==> src/rtl/bfn_pkg.sv <==
package bfn_pkg;
  typedef enum logic {
    PH_DETECT = 1'b0,
    PH_NORM   = 1'b1
  } phase_t;
endpackage

==> src/rtl/bfn_sign_count.sv <==
module bfn_sign_count #(
  parameter int W  = 16,
  parameter int CW = $clog2(W)
) (
  input  logic [W-1:0]  d,
  output logic [CW-1:0] cnt,
  output logic          nz
);
  logic [W-2:0] diff;
  int           c;

  assign diff = d[W-1:1] ^ d[W-2:0];
  assign nz   = |d;

  // priority encoder: the highest sign change decides the count
  always_comb begin
    c = W - 1;
    for (int i = 0; i < W - 1; i++) begin
      if (diff[i]) c = W - 2 - i;
    end
    cnt = CW'(c);
  end
endmodule

==> src/rtl/bfn_min_track.sv <==
module bfn_min_track #(
  parameter int W  = 16,
  parameter int CW = $clog2(W)
) (
  input  logic          clk,
  input  logic          rst,
  input  logic          take,
  input  logic          last,
  input  logic [CW-1:0] cnt_a,
  input  logic [CW-1:0] cnt_b,
  input  logic          nz_a,
  input  logic          nz_b,
  output logic [CW-1:0] cur_min,
  output logic          cur_nz
);
  localparam logic [CW-1:0] MAXC = CW'(W - 1);

  logic [CW-1:0] min_r;
  logic          nz_r;
  logic [CW-1:0] pair_min;

  assign pair_min = (cnt_a < cnt_b) ? cnt_a : cnt_b;
  assign cur_min  = (min_r < pair_min) ? min_r : pair_min;
  assign cur_nz   = nz_r | nz_a | nz_b;

  always_ff @(posedge clk) begin
    if (rst) begin
      min_r <= MAXC;
      nz_r  <= 1'b0;
    end else if (take) begin
      if (last) begin
        min_r <= MAXC;
        nz_r  <= 1'b0;
      end else begin
        min_r <= cur_min;
        nz_r  <= cur_nz;
      end
    end
  end
endmodule

==> src/rtl/bfn_lshift.sv <==
module bfn_lshift #(
  parameter int W  = 16,
  parameter int CW = $clog2(W)
) (
  input  logic [W-1:0]  d,
  input  logic [CW-1:0] amt,
  output logic [W-1:0]  q
);
  logic [W-1:0] copies [W];

  for (genvar k = 0; k < W; k++) begin : g_copy
    assign copies[k] = d << k;
  end

  assign q = (int'(amt) < W) ? copies[amt] : '0;
endmodule

==> src/rtl/bfn_block_norm.sv <==
module bfn_block_norm #(
  parameter int W     = 16,
  parameter int EXP_W = 8
) (
  input  logic             clk,
  input  logic             rst,
  input  logic             in_valid,
  input  logic             in_last,
  input  logic [W-1:0]     in_lo,
  input  logic [W-1:0]     in_hi,
  input  logic [EXP_W-1:0] exp_in,
  output logic             out_valid,
  output logic             out_last,
  output logic [W-1:0]     out_lo,
  output logic [W-1:0]     out_hi,
  output logic [EXP_W-1:0] exp_out,
  output logic             done
);
  import bfn_pkg::*;
  localparam int CW = $clog2(W);

  phase_t           phase;
  logic             norm_phase;
  logic             first_r;
  logic [EXP_W-1:0] base_r;
  logic [CW-1:0]    shift_r;
  logic [CW-1:0]    cnt_lo, cnt_hi, cur_min, shift_new;
  logic             nz_lo, nz_hi, cur_nz;
  logic             det_take, norm_take;
  logic [EXP_W-1:0] exp_now;
  logic [W-1:0]     sh_lo, sh_hi;

  assign norm_phase = (phase == PH_NORM);
  assign det_take   = in_valid && !norm_phase;
  assign norm_take  = in_valid && norm_phase;
  assign exp_now    = first_r ? exp_in : base_r;
  assign shift_new  = cur_nz ? cur_min : '0;

  bfn_sign_count #(.W(W), .CW(CW)) u_cnt_lo (.d(in_lo), .cnt(cnt_lo), .nz(nz_lo));
  bfn_sign_count #(.W(W), .CW(CW)) u_cnt_hi (.d(in_hi), .cnt(cnt_hi), .nz(nz_hi));

  bfn_min_track #(.W(W), .CW(CW)) u_min (
    .clk(clk), .rst(rst), .take(det_take), .last(in_last),
    .cnt_a(cnt_lo), .cnt_b(cnt_hi), .nz_a(nz_lo), .nz_b(nz_hi),
    .cur_min(cur_min), .cur_nz(cur_nz)
  );

  bfn_lshift #(.W(W), .CW(CW)) u_sh_lo (.d(in_lo), .amt(shift_r), .q(sh_lo));
  bfn_lshift #(.W(W), .CW(CW)) u_sh_hi (.d(in_hi), .amt(shift_r), .q(sh_hi));

  always_ff @(posedge clk) begin
    if (rst) begin
      phase     <= PH_DETECT;
      first_r   <= 1'b1;
      base_r    <= '0;
      shift_r   <= '0;
      exp_out   <= '0;
      out_valid <= 1'b0;
      out_last  <= 1'b0;
      out_lo    <= '0;
      out_hi    <= '0;
      done      <= 1'b0;
    end else begin
      done      <= out_valid && out_last;
      out_valid <= norm_take;
      out_last  <= norm_take && in_last;
      if (det_take) begin
        if (first_r) base_r <= exp_in;
        first_r <= 1'b0;
        if (in_last) begin
          phase   <= PH_NORM;
          first_r <= 1'b1;
          shift_r <= shift_new;
          exp_out <= exp_now - EXP_W'(shift_new);
        end
      end
      if (norm_take) begin
        out_lo <= sh_lo;
        out_hi <= sh_hi;
        if (in_last) phase <= PH_DETECT;
      end
    end
  end
endmodule

==> config.mk <==
export PLATFORM = sky130hd
export DESIGN_NAME = bfn_block_norm
export DESIGN_NICKNAME = d
export VERILOG_FILES = /design/src/rtl/bfn_pkg.sv /design/src/rtl/bfn_sign_count.sv /design/src/rtl/bfn_min_track.sv /design/src/rtl/bfn_lshift.sv /design/src/rtl/bfn_block_norm.sv
export SDC_FILE = /design/constraint.sdc
export NUM_CORES = 1
export LEC_CHECK = 0
export ABC_CLOCK_PERIOD_IN_PS = 6280
export BUFFER_PORTS_ARGS = -buffer_cell sky130_fd_sc_hd__clkbuf_2
export CORE_ASPECT_RATIO = 0.5
export CORE_MARGIN = 4
export CORE_UTILIZATION = 30
export CTS_CLUSTER_SIZE = 24
export DETAILED_ROUTE_END_ITERATION = 12
export SYNTH_ARGS = -nofsm -noshare
export SYNTH_HDL_FRONTEND = slang
export SYNTH_HIERARCHICAL = 1
export SYNTH_SLANG_ARGS = --single-unit
==> constraint.sdc <==
create_clock -name clk -period 6.28 [get_ports clk]
set_input_delay 0.314 -clock clk [delete_from_list [all_inputs] [get_ports clk]]
set_output_delay 0.314 -clock clk [all_outputs]
set_load 0.02 [all_outputs]
==> run metrics <==
Layout Nets=784; commonest non-fill, non-tap cells in the layout=nand2_1, clkbuf_2, a21oi_1, dfxtp_1, inv_1; DP HPWL=11.2 mm; layout cells sized above 1=22.6%; DRT Pass-1 Iters=4; vias in the first global route=4735; PD cells=217 nW/um2; final hold violation count=0; clk sinks=62; RSZ-0062 raised after global routing=no; Setup crit end kind=flop; Iter 0 DRT Violations=324; Congestion Overflow GR=0; MaxCap Viol Count=0; port bufs=86; initial core utilization=31.0%; GP Congestion=0.857; hold wc startpoint=exp_in[7]; min-delay worst type=input port to flop; total track usage=between 10% and 20%; post-CTS setup buffers=0; area growth from synthesis to final layout=15.3%; largest net degree at the start of global routing=69; worst-case clock buffer depth=2; core box area=17600 um2; CTS resizes=0; max_slew headroom=23.5%; final wirelength=14.8 mm; Final Cycle Share=between 80% and 90%; H-tree levels=3; Antenna diodes=0; die width=about 200 um; Mapped Area=approximately 5400 um2; Mapped Cells=653; fin util=35.7%; Slew Limit Fails=0; Post-Syn Area per Cell=about 8.3 um2; start point of the critical path=in_hi[10]; Post-Layout Inst Area=roughly 6300 um2; via count=4890; CP Class=input port to flop; TritonCTS buffer count=9; Final setup violation count=0; most common cell after layout, fill and taps aside=nand2_1; worst hold margin=238 ps; R2R Path End=exp_out[5]; CTS tree=yes; worst r2r path cells=11; CP Max Fanout=7; Syn Nets=between 700 and 800; Post-CTS Hold Fix Bufs=0; skew final=about 8 ps; CTS root buf=clkbuf_16; Reg clk slew, reported paths=~60 ps; Worst setup endpoint=exp_out[5]; CP arrival=between 5000 and 6000 ps; first-pass GRT wire length=approximately 24 mm; FF-to-FF Start=u_min/min_r[0]; outcome=completed; die area=20500 um2; placed cell area=5970 um2; WL per Instance=15.6 um; worst skew pair latency=330 ps; initial antenna violation count=0; peak supply drop=0.128 mV; Seq cells post-synth=62; synth top area cells=dfxtp_1, mux2i_1, nand2_1, mux4_2, ha_1; Post-synth EDFFs=0; leakage power=2.53 nW; fin crit period=5110 ps; Top FF cell, synth=dfxtp_1; DIE HEIGHT=103 um; worst-margin pin slew=between 1000 and 1500 ps; Critical Path RT=6510 ps; highest clock rate=0.196 GHz; Yosys cell types=73; Non-Filler Instances=~950; dpl cells=936; Rows=34; TNS Setup=0 ps; Detail Route Antenna Nets=0; ys async rst share=0%; sequential share of the synthesized area=between 20% and 30%; Syn. warnings=6; DR DRC count=0; Yosys top cell area share=22.8%; vias per std cell=between 5 and 6; startpoint types=input port; # IOs=a little under 90; cell taking the most area after synthesis=dfxtp_1; Worst R2R Setup Slack=3130 ps; Filler Cell Count=1801
-- state kept, by name, summed over array words and instances (netlist names), named ones only --
| register | count |
|---|---|
| shift_r | 4 |
| base_r | 8 |
| u_min/nz_r | 1 |
| u_min/min_r | 4 |
| out_valid | 1 |
| out_last | 1 |
| exp_out | 8 |
| out_hi | 16 |
| done | 1 |
| out_lo | 16 |
| first_r | 1 |
-- cell families (layout without fill, tap and decap cells) --
| kind of cell | count (synthesis) | in the layout | synth area share [%] |
|---|---|---|---|
| compound gates | 146 | 146 | 18.2 |
| xor+xnor | 15 | 15 | 3.22 |
| fa+ha+maj | 27 | 27 | 6.34 |
| buf+inv | 96 | 161 | 8.16 |
| flops | 62 | 62 | 22.8 |
| mux | 74 | 74 | 19.9 |
| simple gates | 233 | 233 | 21.3 |
-- final cells by class --
type,instances,area (um2),area share (%)
Multi-Input combinational cell,495,3760,59.9
Sequential cell,62,1250,19.9
Timing Repair Buffer,91,468,7.45
Tap cell,234,293,4.66
Clock buffer,10,239,3.81
Inverter,54,203,3.23
Clock inverter,6,68.8,1.10
-- worst min-delay path by stage --
stage                  to  slack [ps]  cells after the start
2_1_floorplan  u_min/nz_r         380                      1
4_1_cts         base_r[7]         230                      3
3_3_place_gp         done         420                      2
3_5_place_dp         done         430                      2
6_report        base_r[7]         240                      3
5_1_grt         base_r[7]         260                      3
-- critical path, stage by stage --
cell	delay [ps]
clkbuf_2	170
inv_1	60
ha_1	300
and2b_4	270
a21oi_1	70
a211oi_2	210
inv_1	90
ha_1	220
or3b_1	450
a21oi_4	220
nor2_1	70
a21oi_1	260
ha_1	300
o221ai_1	90
nor2_1	80
o31a_1	360
mux2i_1	230
nand2_1	130
ha_1	300
nor2b_1	150
o221a_4	260
or4_1	470
o311ai_1	250
-- metrics by stage --
step	setup slack, ps	total power [mW]
2_1_floorplan	1520	0.760
3_5_place_dp	888	0.864
3_3_place_gp	1040	0.857
6_report	1170	1.36
5_1_grt	841	1.44
4_1_cts	1230	1.38
-- synth_stat cells, types with 3 or more instances --
cell type and n:
a211o_1 5, a21oi_1 63, nor3b_1 7, nand4_1 6, nand2b_1 11, a311oi_1 3, nor2b_1 10, xor2_1 4
nor2_1 26, a21o_1 3, o22ai_1 4, mux4_2 16, mux2i_1 41, clkbuf_1 21, mux2_2 8, nand3_1 8
dfxtp_1 62, ha_1 26, buf_6 4, o21a_1 6, a31oi_1 3, buf_2 11, nor4_1 3, a211oi_1 10
and3_1 5, inv_2 4, or2_0 4, o211ai_1 7, nand2_1 108, inv_1 50, o21ai_0 14, nand3b_1 10
nor3_1 9, xnor2_1 6, mux4_1 8, and2_1 9
-- power breakdown --
group / total, mW / leakage (nW) / switching, mW / internal, mW
logic: 0.412 / 1.87 / 0.228 / 0.184
registers: 0.446 / 0.507 / 0.0309 / 0.415
clock network: 0.504 / 0.149 / 0.185 / 0.320
-- layer usage --
metal,GRT usage [%],wire [um],vias to the layer above
met4,3.20,231,0
met3,4.05,762,18
met1,17.8,6710,2315
met2,25.3,7110,104
li1,-,-,2453
met5,0,0,-
Note: power is estimated with default switching activity, not from simulation.
